==> src/rtl/pwmfm_pkg.sv <==
package pwmfm_pkg;

  localparam int ADDR_W = 3;

  localparam logic [ADDR_W-1:0] A_CTRL  = 3'd0;
  localparam logic [ADDR_W-1:0] A_FORCE = 3'd1;
  localparam logic [ADDR_W-1:0] A_STG_D = 3'd2;
  localparam logic [ADDR_W-1:0] A_STG_P = 3'd3;
  localparam logic [ADDR_W-1:0] A_STAT  = 3'd4;
  localparam logic [ADDR_W-1:0] A_CNT   = 3'd5;
  localparam logic [ADDR_W-1:0] A_ACT_D = 3'd6;
  localparam logic [ADDR_W-1:0] A_ACT_P = 3'd7;

  // upper five mode bits shared by all running modes
  localparam logic [4:0] MODE_FAMILY = 5'b00110;

  typedef struct packed {
    logic       pol;
    logic [6:0] mode;
  } ctrl_t;

  localparam int CTRL_W = $bits(ctrl_t);

  // number of compare slots (duty, period)
  localparam int NSLOT = 2;

endpackage

==> src/rtl/pwmfm_regs.sv <==
module pwmfm_regs
  import pwmfm_pkg::*;
#(
  parameter int W = 16
) (
  input  logic              clk,
  input  logic              rst,
  input  logic [ADDR_W-1:0] bus_addr,
  input  logic              bus_wr,
  input  logic [W-1:0]      bus_wdata,
  input  logic [W-1:0]      cnt,
  input  logic [W-1:0]      act_d,
  input  logic [W-1:0]      act_p,
  input  logic              flag_set,
  output ctrl_t             ctrl,
  output logic [W-1:0]      stg_d,
  output logic [W-1:0]      stg_p,
  output logic              wr_stg_d,
  output logic              wr_stg_p,
  output logic              frc_a,
  output logic              frc_b,
  output logic              flag_q,
  output logic [W-1:0]      rdata
);

  logic wr_ctrl, wr_force, wr_stat;

  always_comb begin
    wr_ctrl  = bus_wr && (bus_addr == A_CTRL);
    wr_force = bus_wr && (bus_addr == A_FORCE);
    wr_stg_d = bus_wr && (bus_addr == A_STG_D);
    wr_stg_p = bus_wr && (bus_addr == A_STG_P);
    wr_stat  = bus_wr && (bus_addr == A_STAT);
    frc_a    = wr_force && bus_wdata[0];
    frc_b    = wr_force && bus_wdata[1];
  end

  always_ff @(posedge clk) begin
    if (rst) begin
      ctrl  <= '0;
      stg_d <= '0;
      stg_p <= '0;
    end else begin
      if (wr_ctrl)  ctrl  <= ctrl_t'(bus_wdata[CTRL_W-1:0]);
      if (wr_stg_d) stg_d <= bus_wdata;
      if (wr_stg_p) stg_p <= bus_wdata;
    end
  end

  // set has priority over a clear in the same cycle
  always_ff @(posedge clk) begin
    if (rst)                         flag_q <= 1'b0;
    else if (flag_set)               flag_q <= 1'b1;
    else if (wr_stat && bus_wdata[0]) flag_q <= 1'b0;
  end

  logic [W-1:0] rd_mux;

  always_comb begin
    unique case (bus_addr)
      A_CTRL:  rd_mux = W'(ctrl);
      A_FORCE: rd_mux = '0;
      A_STG_D: rd_mux = stg_d;
      A_STG_P: rd_mux = stg_p;
      A_STAT:  rd_mux = W'(flag_q);
      A_CNT:   rd_mux = cnt;
      A_ACT_D: rd_mux = act_d;
      default: rd_mux = act_p;
    endcase
  end

  always_ff @(posedge clk) begin
    if (rst) rdata <= '0;
    else     rdata <= rd_mux;
  end

endmodule

==> src/rtl/pwmfm_cmp_slot.sv <==
module pwmfm_cmp_slot #(
  parameter int W = 16
) (
  input  logic         clk,
  input  logic         rst,
  input  logic         imm,
  input  logic         wr,
  input  logic [W-1:0] wdata,
  input  logic [W-1:0] stage,
  input  logic         restart,
  output logic [W-1:0] act
);

  always_ff @(posedge clk) begin
    if (rst) begin
      act <= '0;
    end else if (imm) begin
      act <= wr ? wdata : stage;
    end else if (restart) begin
      act <= stage;
    end
  end

endmodule

==> src/rtl/pwmfm_timebase.sv <==
module pwmfm_timebase #(
  parameter int W = 16
) (
  input  logic         clk,
  input  logic         rst,
  input  logic         run,
  input  logic         frc_b,
  input  logic [W-1:0] act_d,
  input  logic [W-1:0] act_p,
  output logic [W-1:0] cnt,
  output logic         hit_d,
  output logic         hit_p,
  output logic         restart
);

  always_comb begin
    hit_d   = run && (cnt == act_d);
    // a count above the period also counts as a period match
    hit_p   = run && (cnt >= act_p);
    restart = run && (hit_p || frc_b);
  end

  always_ff @(posedge clk) begin
    if (rst || !run || restart) cnt <= '0;
    else                        cnt <= cnt + W'(1);
  end

endmodule

==> src/rtl/pwmfm_outgen.sv <==
module pwmfm_outgen (
  input  logic clk,
  input  logic rst,
  input  logic run,
  input  logic pol,
  input  logic ev_off,
  input  logic ev_on,
  output logic pwm
);

  always_ff @(posedge clk) begin
    if (rst)                pwm <= 1'b0;
    else if (!run || ev_off) pwm <= pol;
    else if (ev_on)         pwm <= ~pol;
  end

endmodule

==> src/rtl/pwmfm_channel.sv <==
module pwmfm_channel
  import pwmfm_pkg::*;
#(
  parameter int W = 16
) (
  input  logic              clk,
  input  logic              rst,
  input  logic [ADDR_W-1:0] bus_addr,
  input  logic              bus_wr,
  input  logic [W-1:0]      bus_wdata,
  output logic [W-1:0]      bus_rdata,
  output logic              pwm_out,
  output logic              flag_out
);

  ctrl_t        ctrl;
  logic [W-1:0] stg_d, stg_p, act_d, act_p, cnt_q;
  logic         wr_stg_d, wr_stg_p, frc_a, frc_b;
  logic         hit_d, hit_p, restart, flag_set;
  logic         mode_ok, imm;

  logic [W-1:0] slot_stage [NSLOT];
  logic [W-1:0] slot_act   [NSLOT];
  logic         slot_wr    [NSLOT];

  always_comb begin
    mode_ok  = (ctrl.mode[6:2] == MODE_FAMILY);
    imm      = ~ctrl.mode[0];
    flag_set = hit_p || (ctrl.mode[1] && hit_d);
    slot_stage[0] = stg_d;
    slot_stage[1] = stg_p;
    slot_wr[0]    = wr_stg_d;
    slot_wr[1]    = wr_stg_p;
    act_d = slot_act[0];
    act_p = slot_act[1];
  end

  pwmfm_regs #(.W(W)) u_regs (
    .clk      (clk),
    .rst      (rst),
    .bus_addr (bus_addr),
    .bus_wr   (bus_wr),
    .bus_wdata(bus_wdata),
    .cnt      (cnt_q),
    .act_d    (act_d),
    .act_p    (act_p),
    .flag_set (flag_set),
    .ctrl     (ctrl),
    .stg_d    (stg_d),
    .stg_p    (stg_p),
    .wr_stg_d (wr_stg_d),
    .wr_stg_p (wr_stg_p),
    .frc_a    (frc_a),
    .frc_b    (frc_b),
    .flag_q   (flag_out),
    .rdata    (bus_rdata)
  );

  for (genvar g = 0; g < NSLOT; g++) begin : g_slot
    pwmfm_cmp_slot #(.W(W)) u_slot (
      .clk    (clk),
      .rst    (rst),
      .imm    (imm),
      .wr     (slot_wr[g]),
      .wdata  (bus_wdata),
      .stage  (slot_stage[g]),
      .restart(restart),
      .act    (slot_act[g])
    );
  end

  pwmfm_timebase #(.W(W)) u_tb (
    .clk    (clk),
    .rst    (rst),
    .run    (mode_ok),
    .frc_b  (frc_b),
    .act_d  (act_d),
    .act_p  (act_p),
    .cnt    (cnt_q),
    .hit_d  (hit_d),
    .hit_p  (hit_p),
    .restart(restart)
  );

  pwmfm_outgen u_out (
    .clk   (clk),
    .rst   (rst),
    .run   (mode_ok),
    .pol   (ctrl.pol),
    .ev_off(frc_a || hit_d),
    .ev_on (frc_b || hit_p),
    .pwm   (pwm_out)
  );

endmodule

==> config.mk <==
export PLATFORM = sky130hd
export DESIGN_NAME = pwmfm_channel
export DESIGN_NICKNAME = d
export VERILOG_FILES = /design/src/rtl/pwmfm_pkg.sv /design/src/rtl/pwmfm_regs.sv /design/src/rtl/pwmfm_cmp_slot.sv /design/src/rtl/pwmfm_timebase.sv /design/src/rtl/pwmfm_outgen.sv /design/src/rtl/pwmfm_channel.sv
export SDC_FILE = /design/constraint.sdc
export NUM_CORES = 1
export LEC_CHECK = 0
export BUFFER_PORTS_ARGS = -buffer_cell sky130_fd_sc_hd__buf_2
export CAP_MARGIN = 20
export CELL_PAD_IN_SITES_DETAIL_PLACEMENT = 0
export CELL_PAD_IN_SITES_GLOBAL_PLACEMENT = 1
export CORE_ASPECT_RATIO = 0.75
export CORE_MARGIN = 5
export CORE_UTILIZATION = 47
export CTS_CLUSTER_DIAMETER = 150
export DETAILED_ROUTE_END_ITERATION = 10
export PLACE_DENSITY = 0.9
export SYNTH_ARGS = -nofsm -noshare
export SYNTH_HDL_FRONTEND = slang
export SYNTH_SLANG_ARGS = --single-unit
==> constraint.sdc <==
create_clock -name clk -period 3.1 [get_ports clk]
set_clock_uncertainty 0.1 [all_clocks]
set_input_delay 0.31 -clock clk [delete_from_list [all_inputs] [get_ports clk]]
set_output_delay 0.31 -clock clk [all_outputs]
set_load 0.005 [all_outputs]
* Word level (Yosys, flattened, before mapping)
Cells that the tools add are included.
** Word-level totals
- Register bits after elaboration :: 106
- Input bits :: 22
- Output and inout bits :: 18
- Word-level logic and storage cells :: 55
** Operators by class
- Add/subtract/negate cells :: 1
- $lt $le $gt $ge :: 1
- Equality and inequality tests :: 9
- Muxes and demuxes :: 11
- Bitwise gates (word level) :: 1
- Reduce and logical (&&, ||, !) cells :: 22
** Operators with widths (count)
- $pmux W16 S7 :: 1
- $mux W16 :: 6
- $add A16 B1 Y16 const B :: 1
- $eq A16 B16 Y1 :: 1
- $ge A16 B16 Y1 :: 1
- $logic_and A1 B1 Y1 :: 12
- $eq A3 B3 Y1 const B :: 3
- $eq A3 B2 Y1 const B :: 2
- $logic_or A1 B1 Y1 :: 6
- $eq A5 B3 Y1 const B :: 1
- $mux W1 :: 4
- $reduce_bool A2 Y1 :: 2
- $eq A3 B1 Y1 const B :: 1
- $logic_not A3 Y1 :: 1
- $ne A2 B1 Y1 const B :: 1
- $logic_not A1 Y1 :: 1
- $not A1 Y1 :: 1

* Depth between registers and ports, before layout
Gate-level depths: netlist (run 1).
- Depth in word-level cells :: 7
- Depth in mapped cells :: 10
- Depth with buffers taken out :: 8

* Cells and area by module
Synthesis (run 1) repeated with hierarchy kept, for this count alone.
** Unflattened totals
- Cell total of the unflattened synthesis :: 681
- Area, all modules :: 6027.0 um^2
** By module, submodules not included
- pwmfm_regs :: times used 1, cells an instance 325, area an instance 2692.6 um^2, seq. area each 1141.1 um^2
- pwmfm_cmp_slot :: times used 2, cells an instance 95, area an instance 932.1 um^2, seq. area each 320.3 um^2
- pwmfm_timebase :: times used 1, cells an instance 153, area an instance 1362.6 um^2, seq. area each 320.3 um^2
- pwmfm_outgen :: times used 1, cells an instance 7, area an instance 70.1 um^2, seq. area each 20.0 um^2
- pwmfm_channel :: times used 1, cells an instance 6, area an instance 37.5 um^2, seq. area each 0.0 um^2

* Worst setup path after synthesis (run 1)
No wires, ideal clock.
- Path type :: reg2reg
- Start :: register u_tb.cnt[0]
- End :: register u_tb.cnt[11]
- Library setup time :: 0.065 ns
- Data arrival time :: 2.249 ns
- Required time :: 2.935 ns
- Setup slack :: 0.686 ns
- Stages on the path, launching flop included :: 11
- Path buffers :: 2
- Period minus slack after synthesis :: 2.414 ns
- Path through :: dfxtp_1 > inv_1 > ha_1 > nand2b_1 > a2111oi_0 > or4_4 > nand4_4 > or3_1 > buf_2 > buf_6 > nor2_1
** Between the ends
- Longest elaborated chain between the ends :: 5
- Elaborated cells between the ends (all ways) :: 6
- Those cells by class :: 1 x add/sub; 1 x order compare; 4 x reduce/logical
** RTL lines
- from (decl) :: line pwmfm_timebase.sv:10 : output logic [W-1:0] cnt,
- from (signal assigned) :: line pwmfm_timebase.sv:25 : else cnt <= cnt + W'(1);
- $ge A16 B16 Y1 :: line pwmfm_timebase.sv:19 : hit_p = run && (cnt >= act_p);
- $logic_and A1 B1 Y1 :: line pwmfm_timebase.sv:19
- $logic_or A1 B1 Y1 :: line pwmfm_timebase.sv:20 : restart = run && (hit_p || frc_b);
- $logic_and A1 B1 Y1 :: line pwmfm_timebase.sv:20
- $logic_or A1 B1 Y1 :: line pwmfm_timebase.sv:24 : if (rst || !run || restart) cnt <= '0;
Several ways; a longest one is shown, not always the timed one.
A chain may end at the register's enable or synchronous reset.

* Final worst setup path (run 1)
- Start :: register u_tb.cnt[13]
- End :: register g_slot[0].u_slot.act[7]
** Between the ends
- Longest elaborated chain between the ends :: 5
** RTL lines
- $ge A16 B16 Y1 :: line pwmfm_timebase.sv:19
- $logic_and A1 B1 Y1 :: line pwmfm_timebase.sv:19
- $logic_or A1 B1 Y1 :: line pwmfm_timebase.sv:20
- $logic_and A1 B1 Y1 :: line pwmfm_timebase.sv:20
- $ne A2 B1 Y1 (no source line)
- to (signal assigned) :: line pwmfm_cmp_slot.sv:18 : act <= wr ? wdata : stage;
- to (signal assigned) :: line pwmfm_cmp_slot.sv:20 : act <= stage;
- to (decl) :: line pwmfm_cmp_slot.sv:11 : output logic [W-1:0] act
Every way passes these cells.

==> reports/metrics.yaml, run 1 <==
viasPerCell: 6.21
start_util: 0.478
ctsHtreeMaxLevel: 3
regToRegSetupSlack_ps: 340
cts_tree: "done"
crit_arrival_ps: 2920
cts_setup_buffers: 0
vias: 4916
cts-root-buf: "clkbuf_16"
combPwrFrac: 0.131
drive_gt1_frac: 0.203
power.density_nw_per_um2: 462
wl_met1_mm: 7.50
synth_compound_gate_area_share: 0.214
startpoint_type: "flip-flop"
seq_power_share: 0.498
first_pass_iters: 5
routed.top_layer: "met4"
p_switching_w: 0.000780
wl_met3_mm: 1.34
internal_power_w: 0.00206
synth_area_sq_um: 5530
grt_pass1_wl_mm: 25.8
synthAdderAreaFrac: 0.0385
rsz0062_at_grt: "false"
grt_antenna_before_repair: 0
worstPathRequired_ps: 3260
fmax_mhz: 362
die_w_um: 135
die_area_sq_um: 14100
seq_area_sq_um: 2120
syn_area_per_cell_sq_um: 9.13
multi_input_area_sq_um: 3110
clk_latency_ps: 350
worstPathMaxFanout: 19
syn2layout_area_growth_pct: 11.2
finalHoldViolations: 0
hold_class: "input pin to flip-flop"
clk_path_buf_depth: 2
wl_per_cell_um: 20.3
synth_top_family_by_area: "compound AO/OA/AOI/OAI gates"
coreArea_sq_um: 11600
synth_area_leader_cell: "dfxtp_1"
yosysWarningCount: 0
antenna_cells: 0
place.gp.congestion: 0.976
portBuffers: 39
muxShareOfSynthArea: 0.103
rows: 34
grt_overflow_total: 0
grt_max_degree: 54
syn_inst: 606
synth_area_leaders: "dfxtp_1 (38%), a221oi_2 (8.1%), mux2i_1 (7.1%)"
gr-usage-all-layers: 0.231
layout.nets: 663
tns_ps: 0
slew_headroom: 0.366
met2WireLength_mm: 6.98
synthMostInstantiatedCell: "dfxtp_1"
ir_drop_mv: 0.304
post-route-min-period_ps: 2760
drv_slew: 0
hold_buffers: 0
yosysSeqAreaShare: 0.384
status: "finished clean"
synth_cell_types: 50
yosys.area_share.simple: 0.154
synthFlopType: "dfxtp_1"
first_iter_violations: 505
timing.final.crit_share: 0.890
clock_power_share: 0.371
io_pins: 40
wirelength_mm: 16.1
cap_violations: 0
grt_pass1_vias: 4646
async_reset_ff_frac: 0
tightest_slew_ps: 949
cts_buffers: 9
die_h_um: 104
setup_viol: 0
netlist.area_leader.share: 0.384
leakage_nw: 2.41
critPathCaptureType: "flip-flop"
synth_seq_cells: 106
syn-num-nets: 645
clkSinkCount: 106
crit_type: "flip-flop to flip-flop"
cts_resized: 0
synth-edff-count: 0
swShare: 0.274
dp_hpwl_mm: 11.1
postRouteAntennaNets: 0
synth_common_cells: "dfxtp_1 (106), nor2_1 (70), nand2_1 (40)"
nFillCells: 1053
clkTransAtPathRegs_ps: 70
finish.utilization: 0.531
drc_errors: 0
synthXorXnorAreaFrac: 0.0475
final timing paths:
kind,startpoint,end,depth (start not counted)
setup / recovery,u_tb.cnt[13],g_slot[0].u_slot.act[7],8
hold / removal,bus_wdata[3],u_regs.ctrl[3],3
setup reg to reg,u_tb.cnt[13],g_slot[0].u_slot.act[7],8
hold reg to reg,u_regs.ctrl[4],u_regs.ctrl[4],2
sequential cells by signal (all words and copies together) (netlist names):
register           count
u_out.pwm              1
u_regs.ctrl            8
g_slot.u_slot.act     32
u_regs.stg_d          16
u_regs.stg_p          16
u_regs.rdata          16
u_regs.flag_q          1
u_tb.cnt              16
layout make-up:
class                           count  area share
Multi-Input combinational cell    426       0.505
Sequential cell                   106       0.345
Timing Repair Buffer               59      0.0606
Clock buffer                       11      0.0378
Tap cell                          162      0.0330
Inverter                           22      0.0134
Clock inverter                      5     0.00509
through the flow:
stage                     hold WS [ps]  total power [W]  instance area [sq um]  worst slack, ps  std cells
after detailed placement           367          0.00181                   5890              381        775
after global routing               129          0.00294                   6150              193        791
after floorplan                    346          0.00170                   5530              686        606
final                              124          0.00284                   6150              339        791
after global placement             363          0.00180                   5890              455        775
after CTS                          110          0.00285                   6150              357        791
power groups by stage:
stage	registers [W]	logic (W)	clock network, W
6_report	0.00142	0.000372	0.00105
5_1_grt	0.00142	0.000397	0.00113
4_1_cts	0.00142	0.000366	0.00107
3_5_place_dp	0.00145	0.000365	0
3_3_place_gp	0.00145	0.000356	0
2_1_floorplan	0.00144	0.000262	0
worst max-delay path, cell delays in order (launching register included):
cell	delay (ps)
dfxtp_1	400
ha_1	330
and4_1	240
nand4_1	140
or4_4	590
nand4_4	120
buf_4	270
a31oi_1	150
a221oi_2	310
cell families (layout without fill, tap and decap cells):
kind of cell             after synthesis  count (layout)
buffers and inverters                 74              97
adder cells (fa/ha/maj)               17              17
flip-flops                           106             106
multiplexers                          54              54
AO/OA/AOI/OAI                        151             151
AND/OR/NAND/NOR                      174             174
XOR/XNOR                              30              30
per-layer routing:
layer,GRT usage,up-vias
li1,-,2254
met5,0,-
met1,0.354,2402
met3,0.0459,27
met2,0.321,233
met4,0.0727,0
placed cells by master (no fill, tap or decap), types with 3 or more instances in the layout:
cell type  instances
nand2_1           40
nand4_1            9
clkinv_2           3
nor2_1            70
buf_2             38
o21ai_0           17
clkbuf_16          9
mux2i_1           39
a2111oi_0          3
mux2_2            14
nand3_1           11
o21ai_1           33
xor2_1            25
a21oi_1           21
a31oi_1           31
and3_1            11
nor4_1            14
buf_4             19
ha_1              17
a221oi_2          30
a222oi_1           7
inv_1             21
xnor2_1            5
dfxtp_1          106
Note: power is estimated with default switching activity, not from simulation.
==> run 2: changes to the inputs <==
--- a/config.mk
+++ b/config.mk
@@ -11,10 +11,10 @@
 export CELL_PAD_IN_SITES_GLOBAL_PLACEMENT = 1
 export CORE_ASPECT_RATIO = 0.75
 export CORE_MARGIN = 5
-export CORE_UTILIZATION = 47
+export CORE_UTILIZATION = 50
 export CTS_CLUSTER_DIAMETER = 150
 export DETAILED_ROUTE_END_ITERATION = 10
-export PLACE_DENSITY = 0.9
+export PLACE_DENSITY = 0.95
 export SYNTH_ARGS = -nofsm -noshare
 export SYNTH_HDL_FRONTEND = slang
 export SYNTH_SLANG_ARGS = --single-unit
==> constraint.sdc (replaced) <==
create_clock -name clk -period 3.2 [get_ports clk]
set_clock_uncertainty 0.1 [all_clocks]
set_input_delay 0.32 -clock clk [delete_from_list [all_inputs] [get_ports clk]]
set_output_delay 0.32 -clock clk [all_outputs]
set_load 0.005 [all_outputs]
==> reports/metrics.yaml, run 2 (same netlist as run 1, synthesis figures left out) <==
cts_buffers: 9  # unchanged
wirelength_mm: 15.6  # -3.3%
first_pass_iters: 5  # unchanged
hold_class: "input pin to flip-flop"
post-route-min-period_ps: 2920  # +155 ps
place.gp.congestion: 0.983  # +0.76%
cts_tree: "done"
dp_hpwl_mm: 10.5  # -5.0%
power.density_nw_per_um2: 465  # +0.62%
regMostFlops: "g_slot.u_slot.act"
worstPathMaxFanout: 33  # +14
ir_drop_mv: 0.307  # +1.0%
fmax_mhz: 343  # -5.3%
slew_headroom: 0.439  # +0.0732
gr-usage-all-layers: 0.230  # -0.00122
wl_per_cell_um: 20.4  # +0.11%
rows: 33  # -2.9%
cts-root-buf: "clkbuf_16"
finalHoldViolations: 0  # unchanged
critPathCaptureType: "flip-flop"
portBuffers: 39  # unchanged
hold_buffers: 0  # unchanged
largest_reg_flops: 32  # unchanged
clk_latency_ps: 350  # about the same
final_common_cell: "dfxtp_1"
die_w_um: 131  # -2.8%
syn2layout_area_growth_pct: 10.2
rsz0062_at_grt: "false"
clk_path_buf_depth: 2  # unchanged
drv_slew: 0  # unchanged
tns_ps: 0  # unchanged
clkTransAtPathRegs_ps: 70  # about the same
status: "finished clean"
grt_antenna_before_repair: 0  # unchanged
setup_ws_ps: 285  # -55.0 ps
layout.nets: 659  # -0.60%
startpoint_type: "flip-flop"
die_area_sq_um: 13300  # -5.5%
cts_setup_buffers: 0  # unchanged
timing.final.crit_share: 0.911  # +0.0206
io_pins: 40  # unchanged
crit_type: "flip-flop to flip-flop"
finish.utilization: 0.561  # +0.0299
viasPerCell: 6.37  # +2.5%
die_h_um: 101  # -2.8%
final_cell_mix: "dfxtp_1 (106), nor2_1 (70), nand2_1 (40)"
tightest_slew_ps: 835  # -114 ps
ctsHtreeMaxLevel: 3  # unchanged
leakage_nw: 2.40  # -0.53%
drive_gt1_frac: 0.200  # -0.00318
drc_errors: 0  # unchanged
cap_violations: 0  # unchanged
grt_pass1_vias: 4540  # -2.3%
postRouteAntennaNets: 0  # unchanged
vias: 4868  # -0.98%
grt_max_degree: 57  # +5.6%
grt_overflow_total: 0  # unchanged
grt_pass1_wl_mm: 24.5  # -5.0%
cts_resized: 0  # unchanged
start_util: 0.509  # +0.0313
pre_cts_ws_ps: 282  # -99.4 ps
first_iter_violations: 495  # -2.0%
crit_arrival_ps: 3050  # +130 ps
antenna_cells: 0  # unchanged
worstPathRequired_ps: 3340  # +80 ps
setup_viol: 0  # unchanged
coreArea_sq_um: 10900  # -6.2%
clkSinkCount: 106  # unchanged
[run 2: worst paths after layout]
check / slack (ps) / start / cells past startpoint / end
min reg2reg: 380 / u_regs.ctrl[4] / 2 / u_regs.ctrl[4]
min: 130 / bus_wdata[4] / 3 / u_regs.ctrl[4]
max: 280 / u_tb.cnt[0] / 8 / u_out.pwm
max reg2reg: 280 / u_tb.cnt[0] / 8 / u_out.pwm
[run 2: worst max-delay path, stage by stage, from the launching register on]
cell and delay (ps):
dfxtp_1 470, inv_1 80, ha_1 270, nand2b_1 140
a2111oi_0 490, or4_4 250, and4_4 510, a211oi_1 130
a2111oi_0 360
[run 2: routing by layer]
metal	global-route usage	vias to the layer above	wire, um	share of wire
li1	-	2250	-	-
met4	0.0759	0	348	0.022
met2	0.339	250	6610	0.43
met3	0.0544	30	1590	0.10
met1	0.331	2338	7000	0.45
met5	0	-	0	0
[run 2: through the flow]
stage,std cells,power (W),area (sq um),hold WS [ps]
floorplan,606,0.00165,5530,349
global placement,749,0.00173,5800,359
detailed placement,749,0.00174,5800,367
CTS,764,0.00284,6100,123
global route,764,0.00293,6100,127
finish,764,0.00284,6100,128
[run 2: cell type report]
cell class / instances / area, sq um
Clock buffer: 10 / 239
Clock inverter: 5 / 53.8
Fill cell: 948 / 4760
Inverter: 22 / 82.6
Multi-Input combinational cell: 426 / 3110
Sequential cell: 106 / 2120
Tap cell: 140 / 175
Timing Repair Buffer: 55 / 318
[run 2: report_power, final]
| part | leakage (nW) | switching (W) | internal, W | total [W] |
|---|---|---|---|---|
| sequential | 0.859 | 0.0000235 | 0.00135 | 0.00137 |
| clock | 0.148 | 0.000500 | 0.000623 | 0.00112 |
| combinational | 1.39 | 0.000229 | 0.000111 | 0.000340 |
